==> config.mk <==
export PLATFORM = sky130hd
export DESIGN_NAME = dec_counter
export DESIGN_NICKNAME = d
export VERILOG_FILES = /design/src/rtl/dc_pkg.sv /design/src/rtl/dc_ctrl.sv /design/src/rtl/dc_datapath.sv /design/src/rtl/dec_counter.sv
export SDC_FILE = /design/constraint.sdc
export NUM_CORES = 1
export LEC_CHECK = 0
export BUFFER_PORTS_ARGS = -buffer_cell sky130_fd_sc_hd__buf_2
export CORE_AREA = 2 2 39 41
export CTS_CLUSTER_SIZE = 24
export DETAILED_ROUTE_END_ITERATION = 10
export DIE_AREA = 0 0 41 43
export PLACE_DENSITY = 0.64
export SYNTH_ARGS = -nofsm -noshare
export SYNTH_HDL_FRONTEND = slang
export SYNTH_SLANG_ARGS = --single-unit
==> constraint.sdc <==
create_clock -name clk -period 1.8 [get_ports clk]
set_input_delay 0.18 -clock clk [delete_from_list [all_inputs] [get_ports clk]]
set_output_delay 0.18 -clock clk [all_outputs]
set_load 0.02 [all_outputs]
==> src/rtl/dc_pkg.sv <==
package dc_pkg;
  localparam int QUI_W = 3;
  localparam logic [QUI_W-1:0] QUI_TOP = 3'd4;
  localparam logic [1:0] MODE_SPLIT = 2'b00;
  localparam logic [1:0] MODE_BCD   = 2'b01;
  localparam logic [1:0] MODE_BIQ   = 2'b10;

  typedef struct packed {
    logic advA;
    logic advB;
    logic clr;
    logic nine;
  } dcStrobe_t;
endpackage

==> src/rtl/dc_ctrl.sv <==
module dc_ctrl
  import dc_pkg::*;
#(
  parameter int SYNC_STAGES = 2,
  parameter int NUM_CH = 2
) (
  input  logic            clk,
  input  logic            rstN,
  input  logic            cntA,
  input  logic            cntB,
  input  logic [1:0]      clrPair,
  input  logic [1:0]      ninePair,
  input  logic [1:0]      strapMode,
  input  logic            qaNow,
  input  logic            qdNow,
  output dcStrobe_t       strb
);
  localparam int CHAIN_W = SYNC_STAGES + 1;

  logic [NUM_CH-1:0] rawIn;
  logic [NUM_CH-1:0] fallDet;

  assign rawIn = {cntB, cntA};

  // Per-channel synchronizer plus one history flop for edge detection.
  for (genvar ch = 0; ch < NUM_CH; ch++) begin : g_sync
    logic [CHAIN_W-1:0] chain;
    always_ff @(posedge clk or negedge rstN) begin
      if (!rstN) chain <= '0;
      else       chain <= {chain[CHAIN_W-2:0], rawIn[ch]};
    end
    assign fallDet[ch] = chain[CHAIN_W-1] & ~chain[CHAIN_W-2];
  end

  logic nineOn, clrOn, ovrOn;
  assign nineOn = &ninePair;
  assign clrOn  = (&clrPair) & ~nineOn;
  assign ovrOn  = nineOn | (&clrPair);

  logic advA, advB;
  always_comb begin
    unique case (strapMode)
      MODE_BCD: begin
        advA = fallDet[0];
        advB = fallDet[0] & qaNow;     // QA about to wrap 1->0
      end
      MODE_BIQ: begin
        advB = fallDet[1];
        advA = fallDet[1] & qdNow;     // quinary about to wrap 4->0
      end
      default: begin
        advA = fallDet[0];
        advB = fallDet[1];
      end
    endcase
  end

  assign strb.advA = advA & ~ovrOn;
  assign strb.advB = advB & ~ovrOn;
  assign strb.clr  = clrOn;
  assign strb.nine = nineOn;

  // no count strobe passes while an override pair is fully asserted
  a_r7_override_blocks: assert property (@(posedge clk) disable iff (!rstN)
    ((&clrPair) || (&ninePair)) |-> (!strb.advA && !strb.advB));

  // a detected fall must come from an input that was high before
  a_r9_fall_only: assert property (@(posedge clk) disable iff (!rstN)
    (strapMode == MODE_SPLIT && strb.advA) |-> !g_sync[0].chain[CHAIN_W-2]);
endmodule

==> src/rtl/dc_datapath.sv <==
module dc_datapath
  import dc_pkg::*;
(
  input  logic       clk,
  input  logic       rstN,
  input  dcStrobe_t  strb,
  output logic [3:0] qOut
);
  logic             qaBit;
  logic [QUI_W-1:0] quiState;

  always_ff @(posedge clk or negedge rstN) begin
    if (!rstN)          qaBit <= 1'b0;
    else if (strb.nine) qaBit <= 1'b1;
    else if (strb.clr)  qaBit <= 1'b0;
    else if (strb.advA) qaBit <= ~qaBit;
  end

  always_ff @(posedge clk or negedge rstN) begin
    if (!rstN)          quiState <= '0;
    else if (strb.nine) quiState <= QUI_TOP;
    else if (strb.clr)  quiState <= '0;
    else if (strb.advB) quiState <= (quiState == QUI_TOP) ? '0 : quiState + 1'b1;
  end

  assign qOut = {quiState, qaBit};

  // quinary value stays inside 0..4
  a_r3_quinary_range: assert property (@(posedge clk) disable iff (!rstN)
    quiState <= QUI_TOP);

  // a clear strobe zeroes the outputs
  a_r6_clear: assert property (@(posedge clk) disable iff (!rstN)
    strb.clr |=> (qOut == 4'b0000));

  // a preset strobe yields nine
  a_r7_nine: assert property (@(posedge clk) disable iff (!rstN)
    strb.nine |=> (qOut == 4'b1001));

  // with no strobe at all the outputs hold
  a_r8_hold: assert property (@(posedge clk) disable iff (!rstN)
    (!strb.advA && !strb.advB && !strb.clr && !strb.nine) |=> $stable(qOut));
endmodule

==> src/rtl/dec_counter.sv <==
module dec_counter
  import dc_pkg::*;
(
  input  logic       clk,
  input  logic       rstN,
  input  logic       cntA,
  input  logic       cntB,
  input  logic [1:0] clrPair,
  input  logic [1:0] ninePair,
  input  logic [1:0] strapMode,
  output logic [3:0] qOut
);
  dcStrobe_t strb;

  dc_ctrl #(.SYNC_STAGES(2), .NUM_CH(2)) u_ctrl (
    .clk(clk), .rstN(rstN), .cntA(cntA), .cntB(cntB),
    .clrPair(clrPair), .ninePair(ninePair), .strapMode(strapMode),
    .qaNow(qOut[0]), .qdNow(qOut[3]), .strb(strb)
  );

  dc_datapath u_dp (
    .clk(clk), .rstN(rstN), .strb(strb), .qOut(qOut)
  );
endmodule

* Word level (Yosys, flattened, before mapping)
Cells that the tools add are included. W data, S select, Z words.
Storage, ports and cells: bits in latches 0, output and inout bits 4, register bits after elaboration 10, memories kept 0, word-level logic and storage cells 34, memory bits (read-only) 0, bits of input ports 10, memory bits (writable) 0
Cells by class: $mul 0, bitwise gates (word level) 13, muxes and demuxes 9, div/mod/pow operators 0, reductions and logical operators 4, shifts and indexed selects 0, $add $sub $neg 1, magnitude comparators 0, equality and inequality tests 3
Operators with widths (number):
- $mux W3 | 4
- $and A1 B1 Y1 | 7
- $reduce_bool A3 Y1 | 2
- $mux W1 | 5
- $not A1 Y1 | 5
- $reduce_and A2 Y1 | 2
- $add A3 B1 Y3 const B | 1
- $eq A3 B3 Y1 const B | 1
- $eq A2 B1 Y1 const B | 1
- $eq A2 B2 Y1 const B | 1
- $or A1 B1 Y1 | 1

* Logic depth before layout (Yosys ltp)
Gate-level depths: netlist (run 1).
depth in word-level cells 8, mapped depth 5, depth with buffers taken out 5

* By module
A second synthesis (run 1) with hierarchy kept.
Unflattened totals: cells, all modules 43, area total of the unflattened synthesis 470.5 sq um
By module, submodules not included:
- dc_ctrl | area an instance 245.2 sq um, cells an instance 22, times used 1, seq. area each 150.1 sq um
- dc_datapath | area an instance 225.2 sq um, cells an instance 21, times used 1, seq. area each 100.1 sq um

* Worst setup path after synthesis (run 1)
Ideal clock, no wire load.
path type register -> register, start reg u_dp.quiState[0], end reg u_dp.quiState[2], path buffers 0, setup time 0.099 ns, setup slack 0.504 ns, data required time 1.701 ns, clock period less this slack 1.296 ns, cell stages (with the launch flop) 5, arrival time 1.197 ns, path through dfrtp_1 > inv_1 > ha_1 > o2111a_1 > a311oi_1
On the way: cells in the longest elaborated chain, start to end 5, elaborated cells on any way between the ends 6, classes of those cells add/sub: 1; eq/ne: 1; mux: 4
Ends and longest elaborated chain:
- start, declared | RTL line dc_datapath.sv:10 | logic [QUI_W-1:0] quiState;
- start signal, assigned | RTL line dc_datapath.sv:23 | else if (strb.advB) quiState <= (quiState == QUI_TOP) ? '0 : quiState + 1'b1;
- $add A3 B1 Y3 or $eq A3 B3 Y1 (tied branches) | RTL line dc_datapath.sv:23
- $mux W3 (*) (2 in series) | RTL line dc_datapath.sv:23
- $mux W3 (*) | RTL line dc_datapath.sv:22 | else if (strb.clr) quiState <= '0;
- $mux W3 (*) | RTL line dc_datapath.sv:21 | else if (strb.nine) quiState <= QUI_TOP;
Every way passes the cells marked *; elsewhere a longest branch is shown, timed or not. The select of a mux whose other input is x is not followed. A chain may end at the register's enable or synchronous reset.

* Worst setup path in the final report (run 1)
start reg u_ctrl.g_sync[0].chain[1], end reg u_dp.quiState[2]
On the way: cells in the longest elaborated chain, start to end 6
Ends and longest elaborated chain:
- start, declared | RTL line dc_ctrl.sv:27 | logic [CHAIN_W-1:0] chain;
- start signal, assigned | RTL line dc_ctrl.sv:30 | else chain <= {chain[CHAIN_W-2:0], rawIn[ch]};
- $not A1 Y1 | RTL line dc_ctrl.sv:32 | assign fallDet[ch] = chain[CHAIN_W-1] & ~chain[CHAIN_W-2];
- $and A1 B1 Y1 | RTL line dc_ctrl.sv:32
- $and A1 B1 Y1 | RTL line dc_ctrl.sv:45 | advB = fallDet[0] & qaNow;
- $mux W1 | RTL line dc_ctrl.sv:42 | unique case (strapMode)
- $and A1 B1 Y1 | RTL line dc_ctrl.sv:59 | assign strb.advB = advB & ~ovrOn;
- $reduce_bool A3 Y1 (no source line)
No other way between the ends.

==> impl_metrics.py, run 1 <==
metrics = {
    "critical_path": {
        "crit_chain": "and4bb_1 -> a32o_2 -> o2111a_1 -> a311oi_1",
        "cp_max_fo": 4,
        "timing_worst_setup_path_type": "reg -> reg",
        "crit_required_ns": 1.97,
        "r2r_slack_ns": 0.51,
        "rr_worst_depth": 4,
        "slowest_stage": "dfrtp_1",
        "crit_arrival_ns": 1.47,
        "cp-end-kind": "flop",
        "cp_slowest_stage_delay_ns": 0.36,
        "r2r_start": "u_ctrl.g_sync[0].chain[1]",
        "worstReg2RegEnd": "u_dp.quiState[2]",
        "critPathLaunchType": "flop",
    },
    "routing": {
        "post_drt_wl_per_cell_um": 10.7,
        "wl_um": 760,
        "vias_per_cell": 4.72,
        "drc": 0,
        "drt-pass1-iter-count": 4,
        "first_iter_violations": 1,
        "vias": 335,
        "drtAntennaViolNets": 0,
    },
    "layout": {
        "diodes": 0,
        "multi_input_area_um2": 173,
        "final_area_um2": 589,
        "final_cell_mix": "buf_2, dfrtp_1, inv_1",
        "fin_util": 0.426,
        "final_nets": 68,
        "drive_gt1_frac": 0.327,
        "nFillCells": 135,
        "final_common_cell": "buf_2",
        "seqCellArea_um2": 250,
        "area_delta_synth_final_pct": 30.1,
        "stdcell_count": 71,
    },
    "yosys": {
        "syn_avg_cell_area_um2": 12.2,
        "syn_inst": 37,
        "netlist_area_um2": 453,
        "synth_warnings": 0,
        "seq_area_frac_synth": 0.552,
        "syn-num-nets": 49,
        "ys_seq_elements": 10,
        "synth.distinct_cells": 17,
    },
    "sta": {
        "final.setup.worst_slack_ns": 0.506,
        "worstMarginPinSlew_ns": 0.226,
        "maxSlewHeadroom": 0.850,
        "tns_ns": 0,
        "fmax_ghz": 0.773,
        "rsz0062_at_grt": "no",
        "fin_crit_sh": 0.719,
        "hold_viol": 0,
        "holdWs_ns": 0.106,
        "fin_crit_ns": 1.29,
        "final_max_slew_viol_count": 0,
        "setup_viol": 0,
        "finClkSkew_ns": 0.00615,
    },
    "clock_tree": {
        "cts_tree": "yes",
        "cts_made_buffers": 3,
        "cts_sinks": 10,
        "h-tree-depth": 1,
        "clk_path_buf_depth": 2,
        "clock_latency_ns": 0.26,
        "cts_post_setup_buffers_inserted": 0,
        "path_clk_slew_ns": 0.07,
        "clockRootBuffer": "clkbuf_4",
    },
    "power": {
        "clkPwrFrac": 0.356,
        "power.switching_mw": 0.144,
        "p_seq_frac": 0.469,
        "leakage_nw": 0.298,
        "powerDensity_nw_per_um2": 947,
        "sw_frac_of_total": 0.258,
        "comb_power_share": 0.175,
        "p_int_mw": 0.414,
        "power_mw": 0.558,
        "irDropWorstVdd_v": 0.000597,
    },
    "placement": {
        "routabilityCongestion": 0.747,
        "place_ws_ns": 0.498,
        "dp_hpwl_um": 595,
        "dp.cells": 64,
        "dpl_cell_area_um2": 523,
        "place.port_buffers": 13,
    },
    "worst_hold_path": {
        "hp-class": "in -> reg",
        "hold_end": "u_dp.quiState[2]",
        "worstHoldStart": "clrPair[1]",
        "whs_path_depth": 2,
    },
    "global_routing": {
        "antenna_found_initial": 0,
        "grt_pass1_wl_um": 1140,
        "grt_pass1_vias": 292,
        "grt.overflow.total": 0,
        "grt_max_degree": 11,
        "grt.total_usage": 0.105,
    },
    "floorplan": {
        "die-area_um2": 1760,
        "chipWidth_um": 41,
        "initial_core_util": 0.327,
        "core_area_um2": 1380,
        "io_pins": 14,
        "placementRows": 14,
        "fp.dieH_um": 43,
    },
    "outcome": {
        "outcome": "finished, final reports clean",
    },
    "run": {
        "maxCapViolCount": 0,
    },
}
## cells in the mapped netlist
cell / number / share of area
a21oi_1: 1 / 0.011
a221oi_1: 1 / 0.019
a22o_1: 1 / 0.019
a311oi_1: 1 / 0.019
a32o_2: 1 / 0.025
a32oi_1: 1 / 0.019
and4bb_1: 2 / 0.055
buf_4: 2 / 0.033
dfrtp_1: 10 / 0.55
ha_1: 2 / 0.055
inv_1: 4 / 0.033
mux2i_1: 2 / 0.044
nand2_1: 3 / 0.025
nand2b_1: 2 / 0.028
nor2_1: 2 / 0.017
o2111a_1: 1 / 0.025
xnor2_1: 1 / 0.019
## cells by family (layout without fill, tap and decap cells)
group	after synthesis	count (layout)	share of synthesized area
flops	10	10	0.552
simple gates	9	9	0.124
compound gates	7	7	0.138
buf+inv	6	24	0.0663
fa+ha+maj	2	2	0.0552
mux	2	2	0.0442
xor+xnor	1	1	0.0193
## worst max path at each step
stage,from,end
after floorplan,u_dp.quiState[0],u_dp.quiState[2]
after global placement,u_ctrl.g_sync[0].chain[2],u_dp.quiState[2]
after detailed placement,u_ctrl.g_sync[0].chain[1],u_dp.quiState[2]
after CTS,u_ctrl.g_sync[0].chain[1],u_dp.quiState[2]
after global routing,u_ctrl.g_sync[0].chain[1],u_dp.quiState[2]
final,u_ctrl.g_sync[0].chain[1],u_dp.quiState[2]
## power by group through the flow
stage	clock network, mW	logic [mW]	registers [mW]
floorplan	0	0.0659	0.268
global placement	0	0.0928	0.266
detailed placement	0	0.0951	0.267
CTS	0.209	0.0970	0.262
global route	0.228	0.109	0.265
finish	0.199	0.0977	0.262
## worst max-delay path: cells and delay by family, from the launching register on
kind	cells	cell delay, ns
AOI/OAI and AO/OA	3	0.62
DFF	1	0.36
and+or+nand+nor	1	0.22
## layer usage
layer | track usage | routed length [µm] | vias to the layer above
li1 | - | - | 167
met1 | 0.117 | 307 | 154
met4 | 0.0400 | 7 | 0
met3 | 0.0942 | 61 | 2
met2 | 0.138 | 384 | 12
met5 | 0 | 0 | -
## timing repair
item                                   in CTS  in global routing
gates resized for setup                     0                  0
endpoints found under the hold margin      10                  2
hold buffers                                1                  2
## layout make-up
type / instances / area share
timing repair buffer: 16 / 0.161
tap: 16 / 0.0340
multi-input combinational: 21 / 0.293
inverter: 4 / 0.0255
sequential: 10 / 0.425
clock buffer: 4 / 0.0616
## sequential cells by signal, indices dropped and copies added, names as in the netlist
name,cells
u_dp.qaBit,1
u_dp.quiState,3
u_ctrl.g_sync.chain,6
Power figures use the tool's default switching activity.
==> inputs of run 2 (changes only) <==
PLACE_DENSITY = 0.66   (was 0.64)
clock period = 1.09 ns   (was 1.8 ns; I/O delays follow)
==> run 2 against run 1 <==
- the run now ends with setup timing left
- non-clock buffer count is 3 higher
- die area stayed put
- cell count is 4.2% higher
- critical path depth stayed put
- maximum frequency is 4.1% higher
- clock skew is 0.0017 ns higher
- wire length is 8.8% higher
- sequential share of layout area is 1.5 points lower
- sequential power is 64% higher
- largest power group unchanged
- register-to-register slack worse by 0.66 ns
==> impl_metrics.py, run 2 (same netlist as run 1, synthesis figures left out) <==
metrics = {
    "layout": {
        "final_common_cell": "buf_2",
        "multi_input_area_um2": 179,
        "final_nets": 71,
        "seqCellArea_um2": 253,
        "fin_util": 0.446,
        "diodes": 0,
        "nFillCells": 135,
        "final_cell_mix": "buf_2, dfrtp_1, inv_1",
        "stdcell_count": 74,
        "top_register": "u_ctrl.g_sync.chain",
        "reg.largest.list": "u_ctrl.g_sync.chain (6), u_dp.quiState (3), u_dp.qaBit (1)",
        "drive_gt1_frac": 0.397,
        "largest_reg_flops": 6,
        "final_area_um2": 617,
        "area_delta_synth_final_pct": 36.2,
    },
    "power": {
        "power_mw": 0.890,
        "leakage_nw": 0.308,
        "powerDensity_nw_per_um2": 1440,
        "p_seq_frac": 0.482,
        "sw_frac_of_total": 0.269,
        "clkPwrFrac": 0.287,
        "irDropWorstVdd_v": 0.000588,
        "p_int_mw": 0.651,
        "comb_power_share": 0.231,
        "power.switching_mw": 0.240,
    },
    "clock_tree": {
        "clockRootBuffer": "clkbuf_4",
        "cts_sinks": 10,
        "cts_made_buffers": 3,
        "h-tree-depth": 1,
        "cts_tree": "yes",
        "clk_path_buf_depth": 2,
        "path_clk_slew_ns": 0.06,
        "clock_latency_ns": 0.26,
    },
    "critical_path": {
        "rr_worst_depth": 4,
        "cp-end-kind": "flop",
        "critPathLaunchType": "flop",
        "crit_required_ns": 1.26,
        "crit_chain": "and4bb_1 -> a32o_2 -> o2111a_1 -> a311oi_1",
        "cp_slowest_stage_delay_ns": 0.38,
        "slowest_stage": "dfrtp_1",
        "cpLargestDelayFamily": "compound AO/OA/AOI/OAI gates",
        "cp_num_buf_inv": 0,
        "crit_arrival_ns": 1.41,
        "timing_worst_setup_path_type": "reg -> reg",
        "cp_max_fo": 4,
        "crit_cells": 4,
    },
    "sta": {
        "final.setup.worst_slack_ns": -0.153,
        "fin_crit_ns": 1.24,
        "rsz0062_at_grt": "yes",
        "worstMarginPinSlew_ns": 0.216,
        "holdWs_ns": 0.0398,
        "hold_viol": 0,
        "finClkSkew_ns": 0.00784,
        "tns_ns": -0.380,
        "fin_crit_sh": 1.14,
        "maxSlewHeadroom": 0.856,
        "setup_viol": 4,
        "fmax_ghz": 0.805,
        "final_max_slew_viol_count": 0,
    },
    "routing": {
        "first_iter_violations": 2,
        "drtAntennaViolNets": 0,
        "wl_um": 827,
        "post_drt_wl_per_cell_um": 11.2,
        "drt-pass1-iter-count": 2,
        "drc": 0,
        "vias_per_cell": 4.76,
        "vias": 352,
    },
    "global_routing": {
        "grt_pass1_wl_um": 1330,
        "grt.overflow.total": 0,
        "grt_pass1_vias": 370,
        "grt.total_usage": 0.122,
        "antenna_found_initial": 0,
        "grt_max_degree": 11,
    },
    "placement": {
        "routabilityCongestion": 0.773,
        "place.port_buffers": 13,
        "place_ws_ns": -0.162,
        "dp.cells": 66,
        "dp_hpwl_um": 621,
        "dpl_cell_area_um2": 547,
    },
    "floorplan": {
        "io_pins": 14,
        "placementRows": 14,
        "chipWidth_um": 41,
        "die-area_um2": 1760,
        "fp.dieH_um": 43,
        "core_area_um2": 1380,
        "initial_core_util": 0.327,
    },
    "worst_hold_path": {
        "whs_path_depth": 2,
        "hp-class": "in -> reg",
    },
    "run": {
        "maxCapViolCount": 0,
    },
    "outcome": {
        "outcome": "finished with violations",
        "violations": "setup timing",
    },
}
-- run 2: changes by cell type in the layout (fill, tap and decap cells not counted), sizes merged --
| cell | before | now |
|---|---|---|
| buf | 13 | 16 |
-- run 2: layout make-up --
cell class / count / area share
Sequential cell: 10 / 0.410
Multi-Input combinational cell: 21 / 0.290
Timing Repair Buffer: 19 / 0.201
Clock buffer: 4 / 0.0426
Tap cell: 16 / 0.0325
Inverter: 4 / 0.0243
-- run 2: routing by layer --
layer / wire (µm) / global-route usage / vias to the layer above / share of wire
met5: 0 / 0 / - / 0
met4: 0 / 0.113 / 0 / 0
met3: 63 / 0.0681 / 0 / 0.076
met2: 441 / 0.184 / 11 / 0.53
met1: 322 / 0.105 / 169 / 0.39
li1: - / - / 172 / -
-- run 2: path summary, 6_finish.rpt --
check	from	to	slack, ns
worst max-delay path	u_ctrl.g_sync[0].chain[2]	u_dp.quiState[2]	-0.15
worst min register to register	u_ctrl.g_sync[0].chain[0]	u_ctrl.g_sync[0].chain[1]	0.35
worst min-delay path	clrPair[1]	u_dp.quiState[2]	0.04
worst max register to register	u_ctrl.g_sync[0].chain[2]	u_dp.quiState[2]	-0.15
min in group asynchronous	rstN	u_ctrl.g_sync[0].chain[2]	0.23
max in group asynchronous	rstN	u_dp.quiState[0]	0.66
-- run 2: worst reg2reg max path, cell delays in order (launching register included) --
cell and delay [ns]:
dfrtp_1 0.38, and4bb_1 0.18, a32o_2 0.26, o2111a_1 0.15, a311oi_1 0.18
-- run 2: power groups by stage --
stage | logic [mW] | registers, mW | clock network, mW
final | 0.206 | 0.429 | 0.256
after CTS | 0.201 | 0.427 | 0.272
after global placement | 0.184 | 0.434 | 0
after global routing | 0.226 | 0.432 | 0.302
after floorplan | 0.112 | 0.445 | 0
after detailed placement | 0.188 | 0.434 | 0
-- run 2: what timing repair did --
| item | CTS | global route |
|---|---|---|
| setup endpoints to repair | 4 | 5 |
| pin swaps | 1 | 4 |
| gates cloned | 0 | 0 |
| endpoints found under the hold margin | 12 | 0 |
| buffers inserted | 1 | 0 |
| hold buffers | 3 | 0 |
| gates resized for setup | 0 | 2 |
